$ cat src/rtl/smb_idx_pkg.sv
package smb_idx_pkg;

   // bit-level phase of the serial engine
   typedef enum logic [2:0] {
      PH_IDLE,
      PH_RX,
      PH_ACK,
      PH_TX,
      PH_MACK
   } phase_t;

   // which byte of the transfer is being handled
   typedef enum logic [2:0] {
      ST_ADDR,
      ST_OFFS,
      ST_CNT,
      ST_WDATA,
      ST_RCNT,
      ST_RDATA
   } stage_t;

endpackage

$ cat src/rtl/smb_line_filt.sv
module smb_line_filt #(
   parameter int GLITCH = 3
) (
   input  logic clk,
   input  logic rst_n,
   input  logic line_i,
   output logic line_o
);

   logic [1:0] sync_q;

   always_ff @(posedge clk or negedge rst_n) begin
      if (!rst_n) sync_q <= 2'b11;
      else        sync_q <= {sync_q[0], line_i};
   end

   generate
      if (GLITCH == 0) begin : g_bypass
         assign line_o = sync_q[1];
      end else begin : g_filt
         localparam int CW = $clog2(GLITCH + 1);
         logic [CW-1:0] cnt_q;
         logic          out_q;

         // the output follows only after GLITCH consecutive differing samples
         always_ff @(posedge clk or negedge rst_n) begin
            if (!rst_n) begin
               cnt_q <= '0;
               out_q <= 1'b1;
            end else if (sync_q[1] == out_q) begin
               cnt_q <= '0;
            end else if (cnt_q == CW'(GLITCH - 1)) begin
               cnt_q <= '0;
               out_q <= sync_q[1];
            end else begin
               cnt_q <= cnt_q + 1'b1;
            end
         end
         assign line_o = out_q;
      end
   endgenerate

endmodule

$ cat src/rtl/smb_bus_cond.sv
module smb_bus_cond (
   input  logic clk,
   input  logic rst_n,
   input  logic scl_f,
   input  logic sda_f,
   output logic scl_rise,
   output logic scl_fall,
   output logic start_det,
   output logic stop_det
);

   logic scl_q, sda_q;

   always_ff @(posedge clk or negedge rst_n) begin
      if (!rst_n) begin
         scl_q <= 1'b1;
         sda_q <= 1'b1;
      end else begin
         scl_q <= scl_f;
         sda_q <= sda_f;
      end
   end

   assign scl_rise  =  scl_f & ~scl_q;
   assign scl_fall  = ~scl_f &  scl_q;
   // SDA moving while SCL is held high marks a bus condition
   assign start_det =  scl_f &  scl_q &  sda_q & ~sda_f;
   assign stop_det  =  scl_f &  scl_q & ~sda_q &  sda_f;

endmodule

$ cat src/rtl/smb_idx_fsm.sv
module smb_idx_fsm
   import smb_idx_pkg::*;
#(
   parameter logic [6:0] DEV_ADDR = 7'b1101001,
   parameter int         NREG     = 7,
   parameter int         IDXW     = 8
) (
   input  logic            clk,
   input  logic            rst_n,
   input  logic            scl_rise,
   input  logic            scl_fall,
   input  logic            sda_f,
   input  logic            start_det,
   input  logic            stop_det,
   input  logic [7:0]      rd_data,
   output logic            sda_oe,
   output logic            wr_stb,
   output logic [IDXW-1:0] wr_idx,
   output logic [7:0]      wr_data,
   output logic            rd_req,
   output logic [IDXW-1:0] rd_idx
);

   localparam logic [IDXW-1:0] NREG_I = IDXW'(NREG);
   localparam logic [7:0]      WADDR  = {DEV_ADDR, 1'b0};
   localparam logic [7:0]      RADDR  = {DEV_ADDR, 1'b1};

   phase_t          phase_q;
   stage_t          stage_q;
   logic [3:0]      bcnt_q;
   logic [7:0]      shreg_q;
   logic [7:0]      txsh_q;
   logic [IDXW-1:0] idx_q;
   logic [7:0]      rem_q;
   logic            off_ok_q;   // offset just acked: a repeated start may follow
   logic            rs_ok_q;    // current address byte follows such a repeated start
   logic            nack_q;
   logic            oe_q;
   logic            mack_q;
   logic            wr_stb_q;
   logic [IDXW-1:0] wr_idx_q;
   logic [7:0]      wr_data_q;

   logic            in_rng;
   logic [7:0]      rcnt_c;
   logic [7:0]      rbyte_c;

   always_comb begin
      in_rng  = (idx_q < NREG_I);
      rcnt_c  = in_rng ? 8'(NREG_I - idx_q) : 8'h00;
      rbyte_c = in_rng ? rd_data : 8'hFF;
   end

   assign rd_req = (phase_q == PH_MACK) && scl_fall && mack_q && in_rng;

   always_ff @(posedge clk or negedge rst_n) begin
      if (!rst_n) begin
         phase_q   <= PH_IDLE;
         stage_q   <= ST_ADDR;
         bcnt_q    <= '0;
         shreg_q   <= '0;
         txsh_q    <= '0;
         idx_q     <= '0;
         rem_q     <= '0;
         off_ok_q  <= 1'b0;
         rs_ok_q   <= 1'b0;
         nack_q    <= 1'b0;
         oe_q      <= 1'b0;
         mack_q    <= 1'b0;
         wr_stb_q  <= 1'b0;
         wr_idx_q  <= '0;
         wr_data_q <= '0;
      end else begin
         wr_stb_q <= 1'b0;
         if (start_det) begin
            phase_q  <= PH_RX;
            stage_q  <= ST_ADDR;
            bcnt_q   <= '0;
            oe_q     <= 1'b0;
            rs_ok_q  <= off_ok_q;
            off_ok_q <= 1'b0;
         end else if (stop_det) begin
            phase_q  <= PH_IDLE;
            oe_q     <= 1'b0;
            off_ok_q <= 1'b0;
            rs_ok_q  <= 1'b0;
         end else begin
            unique case (phase_q)
               PH_RX: begin
                  if (scl_rise && bcnt_q != 4'd8) begin
                     shreg_q <= {shreg_q[6:0], sda_f};
                     bcnt_q  <= bcnt_q + 1'b1;
                  end else if (scl_fall && bcnt_q == 4'd8) begin
                     phase_q  <= PH_ACK;
                     nack_q   <= 1'b0;
                     oe_q     <= 1'b1;
                     off_ok_q <= 1'b0;
                     case (stage_q)
                        ST_ADDR: begin
                           rs_ok_q <= 1'b0;
                           if (shreg_q == WADDR) begin
                              stage_q <= ST_OFFS;
                           end else if (shreg_q == RADDR && rs_ok_q) begin
                              stage_q <= ST_RCNT;
                           end else begin
                              oe_q   <= 1'b0;
                              nack_q <= 1'b1;
                           end
                        end
                        ST_OFFS: begin
                           idx_q    <= IDXW'(shreg_q);
                           off_ok_q <= 1'b1;
                           stage_q  <= ST_CNT;
                        end
                        ST_CNT: begin
                           if (shreg_q == 8'h00) begin
                              oe_q   <= 1'b0;
                              nack_q <= 1'b1;
                           end else begin
                              rem_q   <= shreg_q;
                              stage_q <= ST_WDATA;
                           end
                        end
                        ST_WDATA: begin
                           if (rem_q != 8'h00) begin
                              rem_q <= rem_q - 1'b1;
                              idx_q <= idx_q + 1'b1;
                              if (in_rng) begin
                                 wr_stb_q  <= 1'b1;
                                 wr_idx_q  <= idx_q;
                                 wr_data_q <= shreg_q;
                              end
                           end else begin
                              oe_q   <= 1'b0;
                              nack_q <= 1'b1;
                           end
                        end
                        default: begin
                           oe_q   <= 1'b0;
                           nack_q <= 1'b1;
                        end
                     endcase
                  end
               end
               PH_ACK: begin
                  if (scl_fall) begin
                     bcnt_q <= '0;
                     if (nack_q) begin
                        phase_q <= PH_IDLE;
                        oe_q    <= 1'b0;
                     end else if (stage_q == ST_RCNT) begin
                        txsh_q  <= rcnt_c;
                        oe_q    <= ~rcnt_c[7];
                        phase_q <= PH_TX;
                        stage_q <= ST_RDATA;
                     end else begin
                        oe_q    <= 1'b0;
                        phase_q <= PH_RX;
                     end
                  end
               end
               PH_TX: begin
                  if (scl_fall) begin
                     if (bcnt_q == 4'd7) begin
                        oe_q    <= 1'b0;
                        phase_q <= PH_MACK;
                     end else begin
                        bcnt_q <= bcnt_q + 1'b1;
                        txsh_q <= {txsh_q[6:0], 1'b0};
                        oe_q   <= ~txsh_q[6];
                     end
                  end
               end
               PH_MACK: begin
                  if (scl_rise) begin
                     mack_q <= ~sda_f;
                  end else if (scl_fall) begin
                     bcnt_q <= '0;
                     if (mack_q) begin
                        txsh_q  <= rbyte_c;
                        oe_q    <= ~rbyte_c[7];
                        idx_q   <= idx_q + 1'b1;
                        phase_q <= PH_TX;
                     end else begin
                        phase_q <= PH_IDLE;
                        oe_q    <= 1'b0;
                     end
                  end
               end
               default: ;
            endcase
         end
      end
   end

   assign sda_oe  = oe_q;
   assign wr_stb  = wr_stb_q;
   assign wr_idx  = wr_idx_q;
   assign wr_data = wr_data_q;
   assign rd_idx  = idx_q;

endmodule

$ cat src/rtl/smb_idx_slave.sv
module smb_idx_slave #(
   parameter logic [6:0] DEV_ADDR = 7'b1101001,
   parameter int         NREG     = 7,
   parameter int         IDXW     = 8,
   parameter int         GLITCH   = 3
) (
   input  logic            clk,
   input  logic            rst_n,
   input  logic            scl_i,
   input  logic            sda_i,
   output logic            sda_oe,
   output logic            wr_stb,
   output logic [IDXW-1:0] wr_idx,
   output logic [7:0]      wr_data,
   output logic            rd_req,
   output logic [IDXW-1:0] rd_idx,
   input  logic [7:0]      rd_data
);

   localparam int NLINE = 2;

   generate
      if (IDXW < 1 || IDXW > 8) begin : g_bad_idxw
         $error("smb_idx_slave: IDXW must lie in 1..8");
      end
      if (NREG < 1 || NREG >= (1 << IDXW)) begin : g_bad_nreg
         $error("smb_idx_slave: NREG must be at least 1 and below 2**IDXW");
      end
      if (GLITCH < 0) begin : g_bad_glitch
         $error("smb_idx_slave: GLITCH must not be negative");
      end
   endgenerate

   logic [NLINE-1:0] raw_lines;
   logic [NLINE-1:0] flt_lines;
   logic             scl_f, sda_f;
   logic             scl_rise, scl_fall, start_det, stop_det;

   assign raw_lines = {sda_i, scl_i};

   for (genvar g = 0; g < NLINE; g++) begin : g_line
      smb_line_filt #(.GLITCH(GLITCH)) u_filt (
         .clk    (clk),
         .rst_n  (rst_n),
         .line_i (raw_lines[g]),
         .line_o (flt_lines[g])
      );
   end

   assign scl_f = flt_lines[0];
   assign sda_f = flt_lines[1];

   smb_bus_cond u_cond (
      .clk       (clk),
      .rst_n     (rst_n),
      .scl_f     (scl_f),
      .sda_f     (sda_f),
      .scl_rise  (scl_rise),
      .scl_fall  (scl_fall),
      .start_det (start_det),
      .stop_det  (stop_det)
   );

   smb_idx_fsm #(
      .DEV_ADDR (DEV_ADDR),
      .NREG     (NREG),
      .IDXW     (IDXW)
   ) u_fsm (
      .clk       (clk),
      .rst_n     (rst_n),
      .scl_rise  (scl_rise),
      .scl_fall  (scl_fall),
      .sda_f     (sda_f),
      .start_det (start_det),
      .stop_det  (stop_det),
      .rd_data   (rd_data),
      .sda_oe    (sda_oe),
      .wr_stb    (wr_stb),
      .wr_idx    (wr_idx),
      .wr_data   (wr_data),
      .rd_req    (rd_req),
      .rd_idx    (rd_idx)
   );

endmodule

$ cat config.mk
export PLATFORM = sky130hd
export DESIGN_NAME = smb_idx_slave
export DESIGN_NICKNAME = d
export VERILOG_FILES = /design/src/rtl/smb_idx_pkg.sv /design/src/rtl/smb_line_filt.sv /design/src/rtl/smb_bus_cond.sv /design/src/rtl/smb_idx_fsm.sv /design/src/rtl/smb_idx_slave.sv
export SDC_FILE = /design/constraint.sdc
export NUM_CORES = 1
export LEC_CHECK = 0
export ABC_AREA = 1
export BUFFER_PORTS_ARGS = -buffer_cell sky130_fd_sc_hd__buf_2
export CORE_AREA = 2 2 96 98
export CTS_BUF_LIST = sky130_fd_sc_hd__clkbuf_8
export DETAILED_ROUTE_END_ITERATION = 12
export DIE_AREA = 0 0 98 100
export PLACE_DENSITY_LB_ADDON = 0.2
export SLEW_MARGIN = 5
export SYNTH_ARGS = -nofsm -noshare
export SYNTH_HDL_FRONTEND = slang
export SYNTH_HIERARCHICAL = 1
export SYNTH_SLANG_ARGS = --single-unit
$ cat constraint.sdc
create_clock -name clk -period 2.38 [get_ports clk]
set_input_delay 0.476 -clock clk [delete_from_list [all_inputs] [get_ports clk]]
set_output_delay 0.476 -clock clk [all_outputs]
set_load 0.03 [all_outputs]
## Word level (Yosys, flattened, before mapping)

Index checks and enable logic that the tools add are counted.

- Bitwise gates (word level): 19
- Add/subtract/negate cells: 6
- Reduce and logical (&&, ||, !) cells: 33
- $lt $le $gt $ge: 1
- Mux-type cells: 102
- Eq/ne operators: 52

Operators with widths:

| operator | count |
|---|---|
| 2-to-1 mux 8 bit | 10 |
| 2-to-1 mux 3 bit | 20 |
| 2-to-1 mux 7 bit | 8 |
| case mux 8 bit (2 select lines) | 3 |
| 2-to-1 mux 1 bit | 40 |
| 2-to-1 mux 4 bit | 7 |
| AND reduction 8 bit | 3 |
| inequality test 3 x 2 -> 1 bit, second input constant | 7 |
| case mux 7 bit (3 select lines) | 1 |
| inequality test 4 x 3 -> 1 bit, second input constant | 5 |
| AND reduction 10 bit | 2 |
| equality test 8 bit, second input constant | 2 |
| inequality test 4 bit, second input constant | 4 |
| case mux 4 bit (4 select lines) | 1 |
| inequality test 3 bit, second input constant | 5 |
| nonzero test 3 bit | 5 |
| inequality test 2 x 1 -> 1 bit, second input constant | 7 |
| equality test 3 x 2 -> 1 bit, second input constant | 4 |
| 2-to-1 mux 2 bit | 6 |
| inequality test 2 bit, second input constant | 6 |
| NOT 1 bit | 12 |
| case mux 1 bit (4 select lines) | 3 |
| case mux 3 bit (4 select lines) | 1 |
| AND reduction 4 bit | 3 |
| 30 further kinds | 48 |

- Input bits: 12
- Flip-flop bits (word level): 75
- Logic and storage cells: 236

## Depth between registers and ports, before layout

- Depth after elaboration: 10
- Mapped depth: 14

## Modules after synthesis

The synthesis kept the hierarchy.

By module, submodules not included:

| module | cells each | instances | area each (µm²) | sequential area each (µm²) |
|---|---|---|---|---|
| smb_idx_fsm | 514 | 1 | 3812.4 | 1576.5 |
| smb_line_filt | 21 | 2 | 190.2 | 128.9 |
| smb_bus_cond | 13 | 1 | 93.8 | 52.6 |

## Worst setup path before layout

OpenSTA, ideal clock, no wires.

- Path type: flip-flop to output port
- From: reg u_fsm.idx_q[3], in the netlist u_fsm/rd_idx[3]
- To: out rd_req
- Required time: 1.904 ns
- Cell stages (with the launch flop): 9
- Data arrival time: 2.081 ns
- Slack: -0.177 ns
- Path buffers: 1
- Cell sequence: dfrtp_1 inv_1 ha_1 inv_1 nor2_1 a21oi_2 buf_2 inv_2 nor3_1

- Word-level cells in the longest chain between the ends: 2

RTL lines:

| item | line | source |
|---|---|---|
| start: declaration | smb_idx_fsm.sv:33 | `logic [IDXW-1:0] idx_q;` |
| start signal: assignment | smb_idx_fsm.sv:111 | `idx_q <= IDXW'(shreg_q);` |
| start signal: assignment | smb_idx_fsm.sv:127 | `idx_q <= idx_q + 1'b1;` |
| start signal: assignment | smb_idx_fsm.sv:182 | `idx_q <= idx_q + 1'b1;` |
| less-than comparator 8 x 3 -> 1 bit | smb_idx_fsm.sv:49 | `in_rng = (idx_q < NREG_I);` |
| logical AND 1 bit | smb_idx_fsm.sv:54 | `assign rd_req = (phase_q == PH_MACK) && scl_fall && mack_q && in_rng;` |
| end: declaration | smb_idx_slave.sv:15 | `output logic rd_req,` |

No other way between the ends.

## Worst setup path after layout

Same ends and word-level chain as after synthesis.

==> flow_metrics.py <==
metrics = {
    "status": {
        "status": "complete, no violations",
    },
    "synth": {
        "synth_top_family_by_area": "simple AND/OR/NAND/NOR gates",
        "ys.flop_type": "dfrtp_1",
        "syn_area_mm2": 0.004287,
        "synth.most_common_cell": "nand2_1",
        "synthMuxAreaShare_pct": 0,
        "ys_types": 34,
        "synthCells": 569,
        "synth_nets": 587,
        "ys_warn_count": 6,
        "async_flop_share_pct": 100.0,
        "synth_xor_area_share_pct": 1.430,
        "synthTopCellsByArea": "dfrtp_1, nand2_1, inv_1, nand3_1, dfstp_2",
        "synth_simple_gate_area_share_pct": 33.22,
        "synth-compound-area-share_pct": 10.71,
        "ys_top_cells_by_count": "nand2_1, inv_1, dfrtp_1",
        "synth_seq_area_share_pct": 44.02,
        "yosysTopAreaCellShare_pct": 39.11,
        "ys_ff_latch": 75,
        "synth_top_cell_by_area": "dfrtp_1",
        "synth_edf_count": 0,
        "avgSynthCellArea_um2": 7.534,
        "synth_fa_ha_area_share_pct": 1.751,
    },
    "pwr": {
        "total_power_uw": 4557,
        "irDropWorstVdd_mv": 0.3498,
        "powerDensity_mw_per_mm2": 934.9,
        "leakagePower_uw": 0.002607,
    },
    "placed_design": {
        "io_buffers": 38,
        "hpwl_um": 7097,
        "routabilityCongestion": 0.9000,
        "place_area_mm2": 0.004608,
        "dp.cells": 714,
        "dp_slack_ns": 0.2566,
    },
    "sta": {
        "finalSetupViolations": 0,
        "fmax_mhz": 444.8,
        "min_period_ns": 2.248,
        "skew_ns": 0.01395,
        "worstMarginPinSlew_ns": 0.5407,
        "report.final.slew_viol_count": 0,
        "grt_setup_unrepaired": "no",
        "tns_ns": 0,
        "setup_ws_ns": 0.1318,
        "finalHoldViolCount": 0,
        "post-route-period-util_pct": 94.46,
        "relSlewSlack_pct": 63.95,
    },
    "worst_setup_path": {
        "crit_chain": "inv_1 -> ha_1 -> inv_1 -> nor2_1 -> a21oi_2 -> inv_2 -> nor3_2 -> buf_4",
        "max_stage_delay_ns": 0.42,
        "critical_path_class": "flip-flop to output port",
        "path_delay_family": "flip-flops",
        "cp_max_fo": 6,
        "crit_buf_inv": 4,
        "cp_slowest_cell": "dfrtp_2",
        "worst_path_most_repeated_cell": "inv_1",
        "cp_data_arrival_time_ns": 1.77,
        "cp-end-kind": "output port",
        "critPathRequiredTime_ns": 1.90,
        "rrSetupSlack_ns": 0.31,
        "start_kind": "flip-flop",
    },
    "floorplan": {
        "initial_utilization_pct": 48.22,
        "rows": 35,
        "die_h_um": 100,
        "fp.dieArea_mm2": 0.009800,
        "core_area_mm2": 0.008890,
        "ios": 39,
        "die_w_um": 98,
    },
    "drt": {
        "wl_um": 9779,
        "via_per_inst": 5.113,
        "wl_per_cell_um": 13.32,
        "drtIter0Drc": 254,
        "ant_nets": 0,
        "remaining_drc_errors": 0,
        "drtPass1Iterations": 5,
        "via_count": 3753,
    },
    "finish": {
        "seq_area_mm2": 0.001891,
        "final_nets": 636,
        "drive_gt1_share_pct": 20.55,
        "multi_input_area_mm2": 0.002027,
        "fin_cells": 734,
        "diodes": 0,
        "fillerInstances": 874,
        "final_area_mm2": 0.004875,
        "area_growth_pct": 13.72,
    },
    "global_route": {
        "grt_antenna_before_repair": 0,
        "globalRouteMet3Util_pct": 3.760,
        "met2_usage_pct": 35.77,
        "grt_pass1_wl_um": 17030,
        "grt_max_degree": 42,
        "met1_usage_pct": 28.44,
        "grt_usage_pct": 21.48,
        "busiest_layer": "met2",
        "grt_overflow": 0,
        "grt_pass1_vias": 3602,
    },
    "clock_tree": {
        "htreeDepth": 3,
        "cts_buffer_depth": 2,
        "insertion_delay_ns": 0.36,
        "clk_pin_slew_ns": 0.09,
        "cts_sinks": 75,
        "cts_tree": "done",
        "ctsRootBufferMaster": "clkbuf_8",
        "numCtsBuffers": 9,
    },
    "worst_hold_path": {
        "holdCritPathClass": "input port to asynchronous set/reset pin",
    },
    "flow_run": {
        "cap_viol_max_count": 0,
    },
}
power by group:
part           switching [uW]  internal, uW
Combinational            1170           540
Sequential                202          1520
Clock                     520           600
Total                    1890          2660
state kept, by name (all words and copies together), names as in the netlist, 3 cells and up:
| signal | cells |
|---|---|
| g_line.u_filt/g_filt.cnt_q | 4 |
| g_line.u_filt/sync_q | 4 |
| u_fsm/bcnt_q | 4 |
| u_fsm/phase_q | 3 |
| u_fsm/rd_idx | 8 |
| u_fsm/rem_q | 8 |
| u_fsm/shreg_q | 8 |
| u_fsm/stage_q | 3 |
| u_fsm/txsh_q | 7 |
| u_fsm/wr_data | 8 |
| u_fsm/wr_idx | 8 |
per-layer routing:
layer / wire, um / share of wire (%)
met1: 4524 / 46
met2: 4683 / 48
met3: 421 / 4.3
met4: 149 / 1.5
met5: 0 / 0
area by class of cell:
type / count / area share, %
inverters: 82 / 6.417
well taps: 111 / 2.849
repair buffers: 48 / 5.801
multi-input cells: 402 / 41.58
clock buffers: 9 / 2.541
flip-flops and latches: 75 / 38.78
clock inverters: 7 / 2.028
worst register-to-register path, delay by kind of cell, from the launching register on:
family          cells  cell delay, ns
compound gates      1            0.07
fa+ha+maj           1            0.19
buf+inv             1            0.09
flops               1            0.41
simple gates        6            1.20
through the flow:
step | hold WS, ns | util [%]
after floorplan | 0.1804 | -
after global placement | 0.3456 | 51.84
after detailed placement | 0.3468 | 51.84
after CTS | 0.1075 | 54.51
after global routing | 0.1358 | 54.83
final | 0.09294 | 54.83
timing repair:
action	4_1_cts	5_1_grt
setup buffers	1	3
gates cloned	0	0
hold buffers	0	0
pin swaps	1	1
endpoints found under the setup margin	1	1
gates resized for setup	3	5
worst paths after layout:
| path | from | endpoint | depth (start not counted) |
|---|---|---|---|
| max | u_fsm/rd_idx[3] | rd_req | 8 |
| min | rst_n | u_fsm/rd_idx[6] | 1 |
| max reg2reg | u_fsm/bcnt_q[0] | u_fsm/wr_data[3] | 9 |
| min reg2reg | g_line[1].u_filt/sync_q[0] | g_line[1].u_filt/sync_q[1] | 0 |
| max in group asynchronous | rst_n | g_line[0].u_filt/sync_q[1] | 2 |
| min in group clk | sda_i | g_line[1].u_filt/sync_q[0] | 1 |
cells in the final DEF, fill, tap and decap left out, types with 6 or more instances in the layout:
| master | n |
|---|---|
| a21oi_1 | 11 |
| buf_2 | 36 |
| buf_4 | 11 |
| clkbuf_8 | 9 |
| dfrtp_1 | 64 |
| dfstp_2 | 8 |
| ha_1 | 6 |
| inv_1 | 72 |
| inv_2 | 10 |
| nand2_1 | 185 |
| nand3_1 | 45 |
| nand4_1 | 8 |
| nor2_1 | 41 |
| nor3_1 | 7 |
| o21ai_0 | 42 |
| o21ai_2 | 19 |
logic make-up (layout without fill, tap and decap cells):
| group | after synthesis | count (layout) |
|---|---|---|
| buf+inv | 92 | 146 |
| simple gates | 313 | 313 |
| xor+xnor | 7 | 7 |
| flops | 75 | 75 |
| compound gates | 76 | 76 |
| fa+ha+maj | 6 | 6 |
Note: power is estimated with default switching activity, not from simulation.
